===== src/rtl/win_mac.sv =====
module win_mac #(
  parameter int SMP_W  = 5,
  parameter int COEF_W = 3,
  parameter int ACC_W  = 8,
  parameter int TERMS  = 9,
  parameter int ADDR_W = 8
) (
  input  logic              clk,
  input  logic              rst,
  input  logic [SMP_W-1:0]  sample_i,
  input  logic [COEF_W-1:0] coef_i,
  output logic [ACC_W-1:0]  sum_o,
  output logic              sum_valid_o,
  output logic [ADDR_W-1:0] sum_addr_o
);
  localparam int CNT_W = $clog2(TERMS);
  localparam logic [CNT_W-1:0] LAST = CNT_W'(TERMS - 1);
  localparam logic [CNT_W-1:0] PRE  = CNT_W'(TERMS - 2);

  logic [CNT_W-1:0] cnt;
  logic [ACC_W-1:0] acc;
  logic signed [ACC_W-1:0] smp_x, coef_x;
  logic [ACC_W-1:0] prod, acc_next;

  assign smp_x    = ACC_W'($signed(sample_i));
  assign coef_x   = ACC_W'($signed(coef_i));
  assign prod     = ACC_W'(smp_x * coef_x);
  assign acc_next = acc + prod;

  always_ff @(posedge clk or posedge rst) begin
    if (rst) begin
      cnt         <= '0;
      acc         <= '0;
      sum_o       <= '0;
      sum_valid_o <= 1'b0;
      sum_addr_o  <= '0;
    end else begin
      sum_valid_o <= (cnt == PRE);
      if (cnt == PRE) sum_o <= acc_next;
      if (cnt == LAST) begin
        cnt        <= '0;
        acc        <= prod;
        sum_addr_o <= sum_addr_o + 1'b1;
      end else begin
        cnt <= cnt + 1'b1;
        acc <= acc_next;
      end
    end
  end

  assert_cnt_range_R7: assert property (@(posedge clk) disable iff (rst)
    cnt <= LAST);
  assert_strobe_single_R4: assert property (@(posedge clk) disable iff (rst)
    sum_valid_o |=> !sum_valid_o);
  assert_sum_held_R5: assert property (@(posedge clk) disable iff (rst)
    !sum_valid_o |=> (sum_valid_o || $stable(sum_o)));
  assert_addr_step_R6: assert property (@(posedge clk) disable iff (rst)
    sum_valid_o |=> sum_addr_o == $past(sum_addr_o) + 1'b1);
  assert_addr_hold_R6: assert property (@(posedge clk) disable iff (rst)
    !sum_valid_o |=> $stable(sum_addr_o));
endmodule


===== config.mk =====
export PLATFORM = sky130hd
export DESIGN_NAME = win_mac
export DESIGN_NICKNAME = d
export VERILOG_FILES = /design/src/rtl/win_mac.sv
export SDC_FILE = /design/constraint.sdc
export NUM_CORES = 1
export LEC_CHECK = 0
export ABC_AREA = 1
export CORE_ASPECT_RATIO = 0.8
export CORE_MARGIN = 2
export CORE_UTILIZATION = 59
export CTS_CLUSTER_SIZE = 20
export DETAILED_ROUTE_END_ITERATION = 10
export PLACE_DENSITY_LB_ADDON = 0.3
export SYNTH_ARGS = -nofsm -noshare
export SYNTH_HDL_FRONTEND = slang
export SYNTH_SLANG_ARGS = --single-unit

===== constraint.sdc =====
create_clock -name clk -period 4.9 [get_ports clk]
set_clock_uncertainty 0.15 [all_clocks]
set_input_delay 1.225 -clock clk [delete_from_list [all_inputs] [get_ports clk]]
set_output_delay 1.225 -clock clk [all_outputs]
set_load 0.05 [all_outputs]

Word-level counts from Yosys, hierarchy flattened:

Index checks and enable logic that the tools add are counted.
Widths: inputs -> output; s select.

* output and inout port bits: 17
* bits in registers: 29
* input port bits: 10

* $add $sub $neg: 3
* equal/unequal tests: 2
* mux-type cells: 2
* multipliers: 1

Operator list (number)
* $add 8x1->8 const B: 1
* $add 8x8->8: 1
* $mul 5x3->8: 1
* $mux 8: 1
* $add 4x1->4 const B: 1
* $eq 4x3->1 const B: 1
* $eq 4x4->1 const B: 1
* $mux 4: 1

Depth between registers and ports, before layout:

Gate-level depths: netlist of run 1.

* depth after elaboration: 3
* mapped depth: 19

Least setup slack after synthesis of run 1:

OpenSTA, ideal clock, no wires.

* path type: in2reg
* from: input port coef_i[2]
* to: register acc[6]
* library setup time: 0.118 ns
* data required time: 4.632 ns
* path slack: 0.547 ns
* cell stages on the path: 16
* arrival: 4.085 ns
* cell sequence: inv_1 > or2_2 > fa_1 > fa_1 > inv_1 > ha_1 > fa_1 > xor2_1 > ha_1 > nand2_1 > inv_1 > nand4_1 > nand3_1 > or2_2 > nand3_1 > nand2_1

* word-level cells in the longest chain between the ends: 3

Ends and longest elaborated chain
* start: declaration: RTL line 11 `input logic [COEF_W-1:0] coef_i,`
* $mul 5x3->8 *: RTL line 27 `assign prod = ACC_W'(smp_x * coef_x);`
* $add 8x8->8: RTL line 28 `assign acc_next = acc + prod;`
* $mux 8 *: RTL line 40 `if (cnt == LAST) begin`
* end signal: assignment: RTL line 42 `acc <= prod;`
* end signal: assignment: RTL line 46 `acc <= acc_next;`
* end: declaration: RTL line 21 `logic [ACC_W-1:0] acc;`

Every way passes the cells marked *; elsewhere a longest branch is shown, timed or not.
A chain may end at the register's enable or synchronous reset.

Worst setup path after layout of run 1:

* from: input port coef_i[2]
* to: register sum_o[6]

* word-level cells in the longest chain between the ends: 2

Ends and longest elaborated chain
* $mul 5x3->8: RTL line 27
* $add 8x8->8: RTL line 28
* end signal: assignment: RTL line 39 `if (cnt == PRE) sum_o <= acc_next;`
* end: declaration: RTL line 12 `output logic [ACC_W-1:0] sum_o,`

Every way passes these cells.

==> reports/qor.yml, run 1 <==
status: "finished, final reports clean"
slew_violations: 0
rows: 18
synth.top_cell.area_share: 0.3766
synth_common_cells: "nand2_1, inv_1, dfrtp_1, nand3_1, ha_1"
viasPerCell: 5.080
critPathSlowestCell: "fa_1"
dpl_worst_slack_ps: 21.71
cts-root-buf: "clkbuf_8"
dpl-instance-area_sq_um: 2243
finalHoldViolations: 0
netlist_top_cells_area: "dfrtp_1, nand2_1, ha_1"
maxSlewHeadroom: 0.2697
max-vdd-ir-drop_v: 0.0004030
setup_viol: 0
path_buf_inv: 4
fin_tns_setup_ps: 0
cp_top_family: "adder cells"
syn_avg_cell_area_sq_um: 8.526
crit_type: "primary input to flip-flop"
max_stage_delay_ps: 560
place_hpwl_microns: 2626
p_leak_nw: 1.250
htreeDepth: 2
critPathLaunchType: "primary input"
die_area_sq_um: 3742
powerDensity_nw_per_um2: 489.3
grt_pass1_wl_microns: 5954
synthesis.nets: 263
vias: 1524
yosys.area.top_type: "dfrtp_1"
final_antenna_net_count: 0
worstPathRequired_ps: 4920
synth_area_sq_um: 1927
clockBufferDepth: 2
start_util: 0.6200
grt_pass1_vias: 1377
worstPathCellList: "clkdlybuf4s50_1 -> inv_1 -> or2_2 -> fa_1 -> fa_1 -> inv_1 -> ha_1 -> fa_1 -> xor2_1 -> ha_1 -> nand2_1 -> inv_1 -> nand4_1 -> nand3_1 -> or2_2 -> nand3_1 -> nand2_1"
fillers: 225
antenna_cells: 0
grt_overflow: 0
max_freq_ghz: 0.2181
period_share: 0.9356
cp_max_fo: 4
cts_resized: 0
synth_seq_area_share: 0.3766
wl_microns: 3487
synth_seq_cells: 29
insertion_delay_ps: 280
hold_buffers: 0
cts_buffers: 5
die_y_microns: 55.12
fin_crit_ps: 4585
cp-end-kind: "flip-flop"
async_flop_share: 1.000
synth.most_common_cell: "nand2_1"
ioPinCount: 27
design_area_sq_um: 2330
cp.arrival_ps: 4610
syn_to_final_growth_pct: 20.91
wl_per_cell_microns: 11.62
power_mw: 1.140
drtPass1Iterations: 4
fin_nets: 296
coreArea_sq_um: 3108
clk_pin_slew_worst_paths_ps: 60
grt_max_degree: 30
track_usage: 0.2229
synth_cells: 226
post_cts_buffers: 0
die_w_microns: 67.89
port-buffer-count: 26
synth_edf_count: 0
hold_path.class: "flip-flop to flip-flop"
worstMarginPinSlew_ps: 1094
dr.first_iter.drc_count: 78
rsz0062_at_grt: "no"
drive_above_1_share: 0.06923
synth_warnings: 0
gp_congestion: 0.8161
cap_violations: 0
cts_tree: "yes"
antenna_found_initial: 0
numClockSinks: 29
ys.flop_type: "dfrtp_1"
drcViolationCount: 0
ys_types: 25
timing.final.ws_setup_ps: 315.4
-- worst reg2reg max path, delay by kind of cell, from the launching register on --
kind,cells,cell delay [ps]
adders and majority gates,2,660
and+or+nand+nor,5,620
DFF,1,370
-- registers in the layout, summed over array words and instances (netlist names) --
signal / flops
sum_o: 8
sum_addr_o: 8
cnt: 4
acc: 8
sum_valid_o: 1
-- per-stage QoR --
step                hold WS [ps]    util  std cells
floorplan                  370.6       -        226
global placement           303.9  0.7218        292
detailed placement         317.3  0.7218        292
CTS                        328.7  0.7496        300
global route               342.1  0.7496        300
finish                     319.3  0.7496        300
-- logic make-up after synthesis --
kind of cell,count (synthesis),synth area share
AOI/OAI and AO/OA,14,0.03832
and+or+nand+nor,107,0.2500
xor gates and xnor gates,14,0.06363
DFF,29,0.3766
buffers and inverters,35,0.06883
adders and majority gates,27,0.2026
-- report_power, final --
part / switching [mW] / total [mW] / internal [mW]
combinational: 0.381 / 0.605 / 0.224
sequential: 0.0315 / 0.341 / 0.310
clock: 0.0961 / 0.194 / 0.0977
-- cell usage in the layout, fill, tap and decap left out --
master	netlist	final
clkbuf_8	0	5
nand3_1	22	22
clkdlybuf4s50_1	0	26
buf_4	0	2
nand3_2	1	1
a21oi_1	4	4
clkinv_2	0	2
o21bai_1	1	1
ha_1	20	20
dfrtp_1	29	29
nand2_1	67	67
nor3b_1	1	1
nor2_1	8	8
nor2_2	1	1
xnor2_1	4	4
and3_4	1	1
inv_1	32	32
o21ai_0	8	8
clkinvlp_4	0	1
fa_1	7	7
nand3b_1	1	1
or2_2	2	2
inv_2	1	1
nor2_4	1	1
nand3_4	1	1
xor2_1	10	10
a31oi_1	1	1
nand4_1	1	1
-- per-layer routing --
layer / wire length (microns) / part of all wire / GRT usage / vias to the layer above
li1: - / - / - / 781
met1: 1735 / 0.50 / 0.3056 / 706
met2: 1533 / 0.44 / 0.3382 / 33
met3: 173 / 0.050 / 0.04858 / 4
met4: 44 / 0.013 / 0.1100 / 0
met5: 0 / 0 / 0 / -
-- cell type report --
class / instances / area (sq um) / area share
clock inverter: 3 / 17.52 / 0.007519
timing repair buffer: 28 / 275.3 / 0.1182
clock buffer: 5 / 68.82 / 0.02954
sequential: 29 / 725.7 / 0.3115
inverter: 33 / 123.9 / 0.05317
multi-input combinational: 162 / 1069 / 0.4586
tap: 40 / 50.05 / 0.02148
-- worst paths after layout --
check | start | to | slack (ps) | cells after the start
hold reg to reg | sum_addr_o[7] | sum_addr_o[7] | 320 | 1
setup / recovery | coef_i[2] | sum_o[6] | 320 | 17
max in group asynchronous | rst | cnt[1] | 2560 | 2
hold / removal | sum_addr_o[7] | sum_addr_o[7] | 320 | 1
setup reg to reg | acc[0] | sum_o[6] | 2980 | 7
min in group asynchronous | rst | sum_addr_o[7] | 1380 | 2
Note: power is estimated with default switching activity, not from simulation.
==> run 2, diff against run 1 <==
--- a/config.mk
+++ b/config.mk
@@ -8,7 +8,7 @@
 export ABC_AREA = 1
 export CORE_ASPECT_RATIO = 0.8
 export CORE_MARGIN = 2
-export CORE_UTILIZATION = 59
+export CORE_UTILIZATION = 54
 export CTS_CLUSTER_SIZE = 20
 export DETAILED_ROUTE_END_ITERATION = 10
 export PLACE_DENSITY_LB_ADDON = 0.3
==> constraint.sdc (replaced) <==
create_clock -name clk -period 4.7 [get_ports clk]
set_clock_uncertainty 0.15 [all_clocks]
set_input_delay 1.175 -clock clk [delete_from_list [all_inputs] [get_ports clk]]
set_output_delay 1.175 -clock clk [all_outputs]
set_load 0.05 [all_outputs]
==> run 2 against run 1 <==
Utilization fell by 5.0 points. Critical endpoint is now acc[6]. Sequential power increased by 5%. Largest power group unchanged. Design area rose by 2.8%. Non-clock buffer count up 6. Critical path depth stayed put. Die area up 8.6%.
==> reports/qor.yml, run 2 (same netlist as run 1, synthesis figures left out) <==
status: "finished, final reports clean"
dp_cells: 300  # +2.7%
final_cell_mix: "nand2_1, inv_1, dfrtp_1"
viasPerCell: 5.169  # +1.7%
cts_buffers: 5  # unchanged
worstMarginPinSlew_ps: 1086  # -8.650 ps
cp-end-kind: "flip-flop"
grt_pass1_vias: 1568  # +14%
finalNonFillerCells: 308  # +2.7%
cts-root-buf: "clkbuf_8"
power_mw: 1.246  # +9.3%
port-buffer-count: 26  # unchanged
timing.hold.ws_ps: 321.0  # +1.769 ps
critPathLaunchType: "primary input"
crit_type: "primary input to flip-flop"
gp_congestion: 0.7883  # -3.4%
max_freq_ghz: 0.2171
fin_crit_ps: 4606
drive_above_1_share: 0.09774  # +0.02851
insertion_delay_ps: 280  # about the same
ioPinCount: 27  # unchanged
track_usage: 0.2073  # -0.01553
final_common_cell: "nand2_1"
vias: 1592  # +4.5%
place_hpwl_microns: 2870  # +9.3%
cp.arrival_ps: 4630  # +20 ps
wl_microns: 3824  # +9.7%
dr.first_iter.drc_count: 96  # +23%
slew_violations: 0  # unchanged
clk_pin_slew_worst_paths_ps: 70  # about the same
p_leak_nw: 1.281  # +2.4%
timing.final.ws_setup_ps: 94.29  # -221.1 ps
design_area_sq_um: 2396  # +2.8%
rows: 19  # +1
die_y_microns: 57.43  # +4.2%
maxSlewHeadroom: 0.2755  # +0.005773
antenna_cells: 0  # unchanged
worstPathRequired_ps: 4730  # -190 ps
hold_path.class: "flip-flop to flip-flop"
dpl-instance-area_sq_um: 2291  # +2.1%
setup_viol: 0  # unchanged
drtPass1Iterations: 4  # unchanged
layout.area.seq_sq_um: 725.7  # unchanged
powerDensity_nw_per_um2: 520.1  # +6.3%
fin_tns_setup_ps: 0  # unchanged
cts_tree: "yes"
finalHoldViolations: 0  # unchanged
max-vdd-ir-drop_v: 0.0004679  # +16%
start_util: 0.5629  # -0.05710
dpl_worst_slack_ps: -154.3  # -176.1 ps
grt_max_degree: 30  # unchanged
die_w_microns: 70.79  # +4.3%
clockBufferDepth: 2  # unchanged
fin_nets: 302  # +2.0%
multi_input_area_sq_um: 1091  # +2.1%
numClockSinks: 29  # unchanged
htreeDepth: 2  # unchanged
wl_per_cell_microns: 12.42  # +6.8%
cp_max_fo: 4  # unchanged
final_antenna_net_count: 0  # unchanged
coreArea_sq_um: 3423  # +10%
antenna_found_initial: 0  # unchanged
syn_to_final_growth_pct: 24.35
die_area_sq_um: 4065  # +8.6%
largest_registers: "acc (8), sum_addr_o (8), sum_o (8)"
grt_overflow: 0  # unchanged
finalCoreUtilization: 0.6999  # -0.04967
grt_pass1_wl_microns: 6589  # +11%
period_share: 0.9799
drcViolationCount: 0  # unchanged
post_cts_buffers: 0  # unchanged
fillers: 277  # +23%
cap_violations: 0  # unchanged
run 2: cell count changes in the layout (fill, tap and decap cells not counted), sizes merged:
cell      previous run  this run
buf                  2         8
clkbuf               5         6
clkinvlp             1         0
run 2: repair_timing:
item,CTS,global route
endpoints found under the setup margin,0,4
hold buffers,0,0
gates resized for setup,0,3
run 2: metal layers:
layer	routed length, microns	share of wire	global-route usage	vias to the layer above
met3	216	0.056	0.06360	6
met4	38	0.0099	0.09434	0
met1	1703	0.45	0.2614	751
met5	0	0	0	-
met2	1865	0.49	0.3311	42
li1	-	-	-	793
run 2: cell type report:
| type | instances | area share |
|---|---|---|
| timing repair buffer | 34 | 0.1337 |
| clock inverter | 2 | 0.004178 |
| sequential | 29 | 0.3029 |
| clock buffer | 6 | 0.03029 |
| tap | 42 | 0.02193 |
| multi-input combinational | 162 | 0.4554 |
| inverter | 33 | 0.05170 |
run 2: worst paths after layout:
kind / endpoint / depth (start not counted) / startpoint / slack [ps]
max: acc[6] / 17 / coef_i[2] / 90
min: sum_addr_o[7] / 1 / sum_addr_o[7] / 320
max reg2reg: acc[6] / 7 / acc[0] / 2730
min reg2reg: sum_addr_o[7] / 1 / sum_addr_o[7] / 320
max in group asynchronous: cnt[0] / 2 / rst / 2430
min in group asynchronous: sum_addr_o[7] / 2 / rst / 1310
run 2: worst max-delay path: stages:
cell and delay (ps):
clkdlybuf4s50_1 450, inv_1 40, or2_2 280, fa_1 560, fa_1 170, inv_1 40, ha_1 190, fa_1 430
xor2_2 180, ha_1 340, nand2_1 80, inv_1 50, nand4_1 70, nand3_1 100, or2_2 300, nand3_1 90
nand2_1 60
run 2: power breakdown:
part / switching (mW) / internal (mW) / total [mW]
combinational: 0.424 / 0.263 / 0.687
clock: 0.0976 / 0.102 / 0.200
sequential: 0.0366 / 0.323 / 0.359
total: 0.558 / 0.688 / 1.25
==> run 3, diff against run 2 <==
==> constraint.sdc (replaced) <==
create_clock -name clk -period 4.9 [get_ports clk]
set_clock_uncertainty 0.15 [all_clocks]
set_input_delay 1.225 -clock clk [delete_from_list [all_inputs] [get_ports clk]]
set_output_delay 1.225 -clock clk [all_outputs]
set_load 0.05 [all_outputs]
==> run 3 against run 2 <==
Design area shrank 2.9%. Critical endpoint unchanged. Final cell count shrank 1.9%. Global-route usage grew 0.14 points.
==> reports/qor.yml, run 3 (same netlist as run 1, synthesis figures left out) <==
cts_resized: 0  # unchanged
rows: 19  # unchanged
antenna_cells: 0  # unchanged
drcViolationCount: 0  # unchanged
place_hpwl_microns: 2718  # -5.3%
cp_top_family: "adder cells"
clockBufferDepth: 2  # unchanged
viasPerCell: 4.980  # -3.7%
clk_pin_slew_worst_paths_ps: 60  # about the same
numClockSinks: 29  # unchanged
grt_pass1_wl_microns: 6693  # +1.6%
dr.first_iter.drc_count: 68  # -29%
gp_congestion: 0.7830  # -0.67%
fin_nets: 296  # -2.0%
reg2reg_depth: 7  # unchanged
cap_violations: 0  # unchanged
syn_to_final_growth_pct: 20.71
start_util: 0.5629  # unchanged
holdPathEnd: "sum_addr_o[7]"
hold_buffers: 0  # unchanged
die_area_sq_um: 4065  # unchanged
max_freq_ghz: 0.2157
port-buffer-count: 26  # unchanged
rsz0062_at_grt: "no"
drive_above_1_share: 0.05769  # -0.04005
cp.arrival_ps: 4650  # +20 ps
setup_viol: 0  # unchanged
powerDensity_nw_per_um2: 486.2  # -6.5%
antenna_found_initial: 0  # unchanged
worstPathCellList: "clkdlybuf4s50_1 -> inv_1 -> or2_2 -> fa_1 -> fa_1 -> inv_1 -> ha_1 -> fa_1 -> xor2_1 -> ha_1 -> nand2_1 -> inv_1 -> nand4_1 -> nand3_1 -> or2_2 -> nand3_1 -> nand2_1"
worstPathRequired_ps: 4910  # +180 ps
largest_registers: "acc (8), sum_addr_o (8), sum_o (8)"
fin_crit_ps: 4636
hold_depth: 1  # unchanged
cts_tree: "yes"
max_stage_delay_ps: 560  # about the same
htreeDepth: 2  # unchanged
critPathLaunchType: "primary input"
status: "finished, final reports clean"
cts_buffers: 5  # unchanged
period_share: 0.9460
final_antenna_net_count: 0  # unchanged
vias: 1504  # -5.5%
worstReg2RegEnd: "acc[6]"
coreArea_sq_um: 3423  # unchanged
critPathSlowestCell: "fa_1"
wl_per_cell_microns: 11.73  # -5.5%
die_y_microns: 57.43  # unchanged
die_w_microns: 70.79  # unchanged
final_cell_mix: "nand2_1, inv_1, dfrtp_1"
grt_pass1_vias: 1589  # +1.3%
slew_violations: 0  # unchanged
grt_overflow: 0  # unchanged
finalCoreUtilization: 0.6795  # -0.02047
timing.rr.start: "acc[0]"
path_buf_inv: 4  # unchanged
hold_path.class: "flip-flop to flip-flop"
cp_max_fo: 4  # unchanged
r2r_slack_ps: 2970  # +240 ps
crit_type: "primary input to flip-flop"
p_leak_nw: 1.246  # -2.7%
min_from: "sum_addr_o[7]"
worstMarginPinSlew_ps: 1059  # -26.10 ps
cts-root-buf: "clkbuf_8"
maxSlewHeadroom: 0.2929  # +0.01742
insertion_delay_ps: 280  # about the same
drtPass1Iterations: 4  # unchanged
grt_max_degree: 30  # unchanged
post_cts_buffers: 0  # unchanged
wl_microns: 3543  # -7.3%
track_usage: 0.2088  # +0.001434
cp-end-kind: "flip-flop"
max-vdd-ir-drop_v: 0.0004814  # +2.9%
fin_tns_setup_ps: 0  # unchanged
finalHoldViolations: 0  # unchanged
ioPinCount: 27  # unchanged
final_common_cell: "nand2_1"
-- run 3: stage by stage --
stage          hold slack, ps  setup WS (ps)  power (mW)  area (sq um)  instances
4_1_cts                 322.0          253.6       1.138          2326        302
3_5_place_dp            307.6         -27.31      0.9485          2246        294
3_3_place_gp            304.4          16.08      0.9326          2246        294
6_report                314.2          264.4       1.131          2326        302
2_1_floorplan           370.6          547.2      0.7933          1927        226
5_1_grt                 335.2          69.55       1.226          2326        302
-- run 3: worst max-delay path by stage --
stage / start / endpoint / slack (ps) / cells past startpoint
5_1_grt: coef_i[2] / acc[6] / 70 / 17
3_3_place_gp: coef_i[2] / acc[6] / 20 / 17
4_1_cts: coef_i[2] / acc[6] / 250 / 17
2_1_floorplan: coef_i[2] / acc[6] / 550 / 16
6_report: coef_i[2] / acc[6] / 260 / 17
3_5_place_dp: coef_i[2] / acc[6] / -30 / 17
-- run 3: layout make-up --
cell class | count | area (sq um)
Clock buffer | 8 | 80.08
Fill cell | 294 | 1097
Inverter | 33 | 123.9
Multi-Input combinational cell | 162 | 1069
Sequential cell | 29 | 725.7
Tap cell | 42 | 52.55
Timing Repair Buffer | 28 | 275.3
-- run 3: power breakdown --
part,leakage [nW],internal [mW],switching (mW)
clock network,0.0395,0.101,0.0837
registers,0.352,0.310,0.0326
logic,0.855,0.224,0.380
-- run 3: metal layers --
metal / GRT usage / vias to the layer above / routed length, microns
li1: - / 780 / -
met1: 0.2714 / 698 / 1724
met2: 0.3511 / 20 / 1656
met3: 0.04770 / 6 / 116
met4: 0.06469 / 0 / 46
met5: 0 / - / 0
